## config.mk

```make
export PLATFORM = sky130hd
export DESIGN_NAME = quad_pwm
export DESIGN_NICKNAME = d
export VERILOG_FILES = /design/src/rtl/qpwm_pkg.sv /design/src/rtl/qpwm_regs.sv /design/src/rtl/qpwm_prescaler.sv /design/src/rtl/qpwm_channel.sv /design/src/rtl/quad_pwm.sv
export SDC_FILE = /design/constraint.sdc
export NUM_CORES = 1
export LEC_CHECK = 0
export BUFFER_PORTS_ARGS = -buffer_cell sky130_fd_sc_hd__buf_2
export CORE_ASPECT_RATIO = 1.2
export CORE_MARGIN = 3
export CORE_UTILIZATION = 55
export CTS_CLUSTER_SIZE = 14
export DETAILED_ROUTE_END_ITERATION = 12
export PLACE_DENSITY = 0.75
export SLEW_MARGIN = 15
export SYNTH_ARGS = -nofsm -noshare
export SYNTH_HDL_FRONTEND = slang
export SYNTH_HIERARCHICAL = 1
export SYNTH_SLANG_ARGS = --single-unit
```

## constraint.sdc

```tcl
create_clock -name clk -period 6.5 [get_ports clk]
set_clock_uncertainty 0.1 [all_clocks]
set_input_delay 0.325 -clock clk [delete_from_list [all_inputs] [get_ports clk]]
set_output_delay 0.325 -clock clk [all_outputs]
set_load 0.02 [all_outputs]
```

## src/rtl/qpwm_pkg.sv

```systemverilog
package qpwm_pkg;
   // offsets inside one channel bank
   localparam logic [3:0] OFS_CTRL   = 4'h0;
   localparam logic [3:0] OFS_HIGH   = 4'h4;
   localparam logic [3:0] OFS_PERIOD = 4'h8;
   // chip-wide run register address
   localparam int unsigned GLOBAL_ADDR = 'h3C;
   // control word layout
   localparam int unsigned CTRL_RUN_BIT = 0;
   localparam int unsigned CTRL_DIV_LSB = 2;
endpackage

```

## src/rtl/qpwm_regs.sv

```systemverilog
module qpwm_regs #(
   parameter int NCH    = 4,
   parameter int DIV_W  = 14,
   parameter int CNT_W  = 16,
   parameter int ADDR_W = 8,
   parameter int DATA_W = 32
) (
   input  logic                        clk,
   input  logic                        rst_n,
   input  logic                        sel,
   input  logic                        wr,
   input  logic [ADDR_W-1:0]           addr,
   input  logic [DATA_W-1:0]           wdata,
   output logic [DATA_W-1:0]           rdata,
   output logic                        glob_run,
   output logic [NCH-1:0]              ch_run,
   output logic [NCH-1:0][DIV_W-1:0]   ch_div,
   output logic [NCH-1:0][CNT_W-1:0]   ch_high,
   output logic [NCH-1:0][CNT_W-1:0]   ch_period
);
   import qpwm_pkg::*;

   localparam int BANK_W = ADDR_W - 4;

   if (NCH < 1 || NCH > 4) begin : g_bad_nch
      $error("qpwm_regs: NCH must be 1..4 so banks stay clear of the global register");
   end
   if (DIV_W + CTRL_DIV_LSB > DATA_W || CNT_W > DATA_W) begin : g_bad_width
      $error("qpwm_regs: field widths exceed the data bus");
   end
   if (ADDR_W < 6) begin : g_bad_addr
      $error("qpwm_regs: address too narrow for the map");
   end

   logic [BANK_W-1:0] bank;
   logic [3:0]        slot;
   logic              glob_hit;

   assign bank     = addr[ADDR_W-1:4];
   assign slot     = addr[3:0];
   assign glob_hit = (addr == ADDR_W'(GLOBAL_ADDR));

   always_ff @(posedge clk or negedge rst_n) begin
      if (!rst_n) begin
         glob_run  <= 1'b0;
         ch_run    <= '0;
         ch_div    <= '0;
         ch_high   <= '0;
         ch_period <= '0;
      end else if (sel && wr) begin
         if (glob_hit) begin
            glob_run <= wdata[0];
         end else begin
            for (int c = 0; c < NCH; c++) begin
               if (bank == BANK_W'(c)) begin
                  case (slot)
                     OFS_CTRL: begin
                        ch_run[c] <= wdata[CTRL_RUN_BIT];
                        ch_div[c] <= wdata[CTRL_DIV_LSB +: DIV_W];
                     end
                     OFS_HIGH:   ch_high[c]   <= wdata[CNT_W-1:0];
                     OFS_PERIOD: ch_period[c] <= wdata[CNT_W-1:0];
                     default: ;
                  endcase
               end
            end
         end
      end
   end

   always_comb begin
      rdata = '0;
      if (sel) begin
         if (glob_hit) begin
            rdata[0] = glob_run;
         end else begin
            for (int c = 0; c < NCH; c++) begin
               if (bank == BANK_W'(c)) begin
                  case (slot)
                     OFS_CTRL: begin
                        rdata[CTRL_RUN_BIT]          = ch_run[c];
                        rdata[CTRL_DIV_LSB +: DIV_W] = ch_div[c];
                     end
                     OFS_HIGH:   rdata[CNT_W-1:0] = ch_high[c];
                     OFS_PERIOD: rdata[CNT_W-1:0] = ch_period[c];
                     default: ;
                  endcase
               end
            end
         end
      end
   end


   glob_wr_chk: assert property (@(posedge clk) disable iff (!rst_n)
      (sel && wr && glob_hit) |=> (glob_run == $past(wdata[0])));


   no_sel_rd_chk: assert property (@(posedge clk) disable iff (!rst_n)
      !sel |-> (rdata == '0));

endmodule

```

## src/rtl/qpwm_prescaler.sv

```systemverilog
module qpwm_prescaler #(
   parameter int DIV_W = 14
) (
   input  logic             clk,
   input  logic             rst_n,
   input  logic             clr,
   input  logic [DIV_W-1:0] limit,
   output logic             tick
);
   if (DIV_W < 1) begin : g_bad_div
      $error("qpwm_prescaler: DIV_W must be positive");
   end

   logic [DIV_W-1:0] cnt;

   always_ff @(posedge clk or negedge rst_n) begin
      if (!rst_n)            cnt <= '0;
      else if (clr)          cnt <= '0;
      else if (cnt == limit) cnt <= '0;
      else                   cnt <= cnt + 1'b1;
   end

   assign tick = !clr && (cnt == limit);


   pre_range_chk: assert property (@(posedge clk) disable iff (!rst_n)
      !clr |-> (cnt <= limit));

endmodule

```

## src/rtl/qpwm_channel.sv

```systemverilog
module qpwm_channel #(
   parameter int DIV_W   = 14,
   parameter int CNT_W   = 16,
   parameter bit OUT_REG = 1'b0
) (
   input  logic             clk,
   input  logic             rst_n,
   input  logic             glob_run,
   input  logic             run_bit,
   input  logic [DIV_W-1:0] div,
   input  logic [CNT_W-1:0] high,
   input  logic [CNT_W-1:0] period,
   output logic             pwm_o
);
   logic             run, active;
   logic [DIV_W-1:0] div_sh;
   logic [CNT_W-1:0] high_sh, period_sh, pos;
   logic [CNT_W:0]   pos_next;
   logic             tick, last, wave;

   assign run      = glob_run && run_bit;
   assign pos_next = {1'b0, pos} + 1'b1;
   assign last     = (pos_next >= {1'b0, period_sh});

   qpwm_prescaler #(.DIV_W(DIV_W)) u_pre (
      .clk   (clk),
      .rst_n (rst_n),
      .clr   (!(run && active)),
      .limit (div_sh),
      .tick  (tick)
   );

   always_ff @(posedge clk or negedge rst_n) begin
      if (!rst_n) begin
         active    <= 1'b0;
         pos       <= '0;
         div_sh    <= '0;
         high_sh   <= '0;
         period_sh <= '0;
      end else if (!run) begin
         active <= 1'b0;
         pos    <= '0;
      end else if (!active) begin
         active    <= 1'b1;
         pos       <= '0;
         div_sh    <= div;
         high_sh   <= high;
         period_sh <= period;
      end else if (tick) begin
         if (last) begin
            pos       <= '0;
            div_sh    <= div;
            high_sh   <= high;
            period_sh <= period;
         end else begin
            pos <= pos_next[CNT_W-1:0];
         end
      end
   end

   assign wave = active && (pos < high_sh);

   if (OUT_REG) begin : g_oreg
      always_ff @(posedge clk or negedge rst_n) begin
         if (!rst_n) pwm_o <= 1'b0;
         else        pwm_o <= wave;
      end
   end else begin : g_ocomb
      assign pwm_o = wave;
   end


   idle_clear_chk: assert property (@(posedge clk) disable iff (!rst_n)
      !run |=> (!active && pos == '0));


   pos_range_chk: assert property (@(posedge clk) disable iff (!rst_n)
      (active && period_sh != '0) |-> (pos < period_sh));


   full_high_chk: assert property (@(posedge clk) disable iff (!rst_n)
      (active && high_sh >= period_sh && high_sh != '0) |-> wave);


   shadow_hold_chk: assert property (@(posedge clk) disable iff (!rst_n)
      (active && $past(active) && !$past(tick && last))
         |-> ($stable(high_sh) && $stable(period_sh) && $stable(div_sh)));

endmodule

```

## src/rtl/quad_pwm.sv

```systemverilog
module quad_pwm #(
   parameter int NCH     = 4,
   parameter int DIV_W   = 14,
   parameter int CNT_W   = 16,
   parameter int ADDR_W  = 8,
   parameter int DATA_W  = 32,
   parameter bit OUT_REG = 1'b0
) (
   input  logic              clk,
   input  logic              rst_n,
   input  logic              reg_sel,
   input  logic              reg_wr,
   input  logic [ADDR_W-1:0] reg_addr,
   input  logic [DATA_W-1:0] reg_wdata,
   output logic [DATA_W-1:0] reg_rdata,
   output logic [NCH-1:0]    pwm_out
);
   logic                      glob_run;
   logic [NCH-1:0]            ch_run;
   logic [NCH-1:0][DIV_W-1:0] ch_div;
   logic [NCH-1:0][CNT_W-1:0] ch_high;
   logic [NCH-1:0][CNT_W-1:0] ch_period;

   qpwm_regs #(
      .NCH(NCH), .DIV_W(DIV_W), .CNT_W(CNT_W), .ADDR_W(ADDR_W), .DATA_W(DATA_W)
   ) u_regs (
      .clk       (clk),
      .rst_n     (rst_n),
      .sel       (reg_sel),
      .wr        (reg_wr),
      .addr      (reg_addr),
      .wdata     (reg_wdata),
      .rdata     (reg_rdata),
      .glob_run  (glob_run),
      .ch_run    (ch_run),
      .ch_div    (ch_div),
      .ch_high   (ch_high),
      .ch_period (ch_period)
   );

   for (genvar c = 0; c < NCH; c++) begin : g_ch
      qpwm_channel #(.DIV_W(DIV_W), .CNT_W(CNT_W), .OUT_REG(OUT_REG)) u_ch (
         .clk      (clk),
         .rst_n    (rst_n),
         .glob_run (glob_run),
         .run_bit  (ch_run[c]),
         .div      (ch_div[c]),
         .high     (ch_high[c]),
         .period   (ch_period[c]),
         .pwm_o    (pwm_out[c])
      );
   end


   gate_low_chk: assert property (@(posedge clk) disable iff (!rst_n)
      (!glob_run && !$past(glob_run)) |-> (pwm_out == '0));

endmodule

```

==> impl_metrics.ini <==
[yosys]
yosysMostFrequentCell = dfrtp_1
synth.cell_area_um2 = 27400
yosysSeqAreaShare = 0.455
yosys.area.top_type = dfrtp_1
synth_area_per_cell_um2 = 11.6
synth_edf_count = 0
synth_simple_gate_area_share = 0.118
syn_inst = 2352
synth_xor_area_frac = 0.0471
yosysTopAreaCellShare = 0.455
synth_fa_ha_area_frac = 0.0604
ys_top_cells_by_area = dfrtp_1 45%, mux2_2 12%, mux2_4 6.6%, ha_1 6.0%, xnor2_1 3.4%
synth-compound-area-share = 0.0720
muxShareOfSynthArea = 0.194
synth_commonest_cells = 497 x dfrtp_1, 288 x mux2_2, 187 x nand2_1
synth_ff_type = dfrtp_1
synthArstFlopShare = 1.00
ys_ff_latch = 497
synthDistinctLibCells = 81
synth_top_family_by_area = multiplexers
ys.warnings.count = 6

[global_routing]
grt_pass1_wl_um = 106000
track_usage = 0.253
grt_overflow = 0
grt_pass1_vias = 18800
antenna_found_initial = 5
grt_max_degree = 166

[sta]
worstMarginPinSlew_ns = 1.18
grt_setup_unrepaired = no
setup_viol = 0
hold_viol = 0
timing.fmax_mhz = 228
maxSlewViolCount = 0
relSlewSlack = 0.212
fin_crit_ns = 4.39
fin_crit_sh = 0.675
tns_ns = 0

[detailed_routing]
vias_per_cell = 6.14
vias = 18600
ant_nets = 0
wl_um = 66700
drt-pass1-iter-count = 5
wl_per_cell_um = 22.1
initialDrtViolationCount = 1590
drcViolationCount = 0

[run]
max_cap_viol_count = 0

[setup_path]
slowest_delay_ns = 0.76
crit_type = reg2reg
critical_path.top_delay_family = simple AND/OR/NAND/NOR gates
cp_num_buf_inv = 2
worst-endpoint-required_ns = 6.87
endpoint_kind = flop
worstPathCellList = ha_1, nand2_1, nor4_4, nand2_1, and2_1, or2_2, ha_1, nand2_1, nor3_1, o21ai_1, buf_4, a21boi_4, buf_12, mux2_2
cpMostUsedCell = nand2_1
critPathMaxFanout = 27
start_kind = flop
worst_path_max_delay_cell = a21boi_4
arrival_ns = 4.76

[min_path]
hp-class = in2reg

[floorplan]
die-area_um2 = 52500
core-area_um2 = 48700
rows = 88
die-height_um = 250
initial_utilization = 0.562
fp.dieW_um = 210
pin_count = 80

[placement]
io_buffers = 47
place_area_um2 = 27800
hpwl_um = 46000
gp_congestion = 0.990

[status]
status = complete, no violations

[finish]
seqCellArea_um2 = 12400
final_area_um2 = 29500
areaGrowthSynthToFinish_pct = 7.89
final_nets = 2530
drive_gt1_frac = 0.263
multiInputGateArea_um2 = 13500
fillers = 3774

[clock_tree]
cts_tree = yes
insertion_delay_ns = 0.60
cts_buffers = 50
root_buffer = clkbuf_16
cts_sinks = 497
cts_buffer_depth = 3
post-cts-setup-buffers = 0
clk_pin_slew_worst_paths_ns = 0.06
cts_max_level = 2

[power_and_ir_drop]
vdd_drop_max_uv = 185
cellLeakagePower_nw = 13.9
power_density_nw_per_um2 = 218
==> layout make-up <==
| type | instances | share of cell area |
|---|---|---|
| inverter | 148 | 0.0188 |
| antenna | 4 | 0.000339 |
| timing repair buffer | 69 | 0.0153 |
| clock buffer | 68 | 0.0499 |
| tap | 630 | 0.0267 |
| clock inverter | 22 | 0.00848 |
| multi-input combinational | 1588 | 0.459 |
| sequential | 497 | 0.421 |
==> cells in the final DEF, fill, tap and decap left out, drive strengths merged, types with 50 or more instances in the layout <==
cell type  Yosys  final
buf           72     68
nand2        195    195
nor3          61     61
inv          148    149
nand3         72     72
dfrtp        497    497
clkbuf        62     68
xnor2        106    106
nor2          56     56
o21ai         50     50
nand4         75     75
ha           132    132
mux2         413    413
==> worst paths after layout <==
kind | to | depth (start not counted) | slack, ns | from
max in group asynchronous | g_ch[2].u_ch/high_sh[2]$_DFFE_PN0P_ | 3 | 4.73 | rst_n
hold / removal | u_regs/ch_high[33]$_DFFE_PN0P_ | 2 | 0.1 | reg_wdata[1]
hold reg to reg | g_ch[2].u_ch/period_sh[8]$_DFFE_PN0P_ | 1 | 0.41 | g_ch[2].u_ch/period_sh[8]$_DFFE_PN0P_
min in group asynchronous | g_ch[1].u_ch/u_pre/cnt[3]$_DFF_PN0_ | 2 | 0.23 | rst_n
setup / recovery | g_ch[3].u_ch/period_sh[15]$_DFFE_PN0P_ | 14 | 2.11 | g_ch[3].u_ch/pos[0]$_DFFE_PN0P_
setup reg to reg | g_ch[3].u_ch/period_sh[15]$_DFFE_PN0P_ | 14 | 2.11 | g_ch[3].u_ch/pos[0]$_DFFE_PN0P_
==> power by group <==
part / switching (W) / internal [W]
Clock: 0.00125 / 0.00178
Combinational: 0.000172 / 0.0000633
Sequential: 0.0000317 / 0.00313
==> stage by stage <==
stage | utilization | setup slack, ns | hold WS, ns | total power (W) | cells
after floorplan | - | 3.30 | -0.0706 | 0.00332 | 2367
after global placement | 0.571 | 2.28 | 0.295 | 0.00344 | 2931
after detailed placement | 0.571 | 2.14 | 0.297 | 0.00345 | 2931
after CTS | 0.606 | 2.13 | 0.0455 | 0.00648 | 3022
after global routing | 0.606 | 1.80 | 0.0633 | 0.00662 | 3023
final | 0.606 | 2.11 | 0.0992 | 0.00642 | 3026
==> registers in the layout (all words and copies together), names as in the netlist <==
register,count
u_regs/ch_high,64
u_regs/glob_run,1
u_regs/ch_div,56
u_regs/ch_period,64
g_ch.u_ch/period_sh,64
g_ch.u_ch/active,4
g_ch.u_ch/pos,64
g_ch.u_ch/high_sh,64
g_ch.u_ch/u_pre/cnt,56
g_ch.u_ch/div_sh,56
u_regs/ch_run,4
==> worst register-to-register path, cell delays in order, from the launching register on <==
cell and delay (ns):
dfrtp_1 0.47, ha_1 0.30, nand2_1 0.15, nor4_4 0.23
nand2_1 0.13, and2_1 0.19, or2_2 0.31, ha_1 0.27
nand2_1 0.06, nor3_1 0.28, o21ai_1 0.11, buf_4 0.21
a21boi_4 0.76, buf_12 0.32, mux2_2 0.38
==> metal layers <==
layer	vias to the layer above	share of wire	wire length [um]	track usage
met5	-	0.00060	40	0
met4	6	0.035	2310	0.0858
met3	134	0.060	4000	0.0465
met2	582	0.48	32200	0.419
met1	9436	0.42	28200	0.337
li1	8419	-	-	-
==> cells by family after synthesis <==
family                   after synthesis
AND/OR/NAND/NOR                      584
flip-flops                           497
multiplexers                         434
buffers and inverters                282
AO/OA/AOI/OAI                        275
XOR/XNOR                             147
adder cells (fa/ha/maj)              132
other                                  1
==> timing repair <==
action                                  in CTS  in global routing
gates resized for setup                      0                  0
endpoints found under the setup margin       0                  0
endpoints found under the hold margin       86                  0
hold buffers                                 1                  0
(Power assumes the default switching activity.)
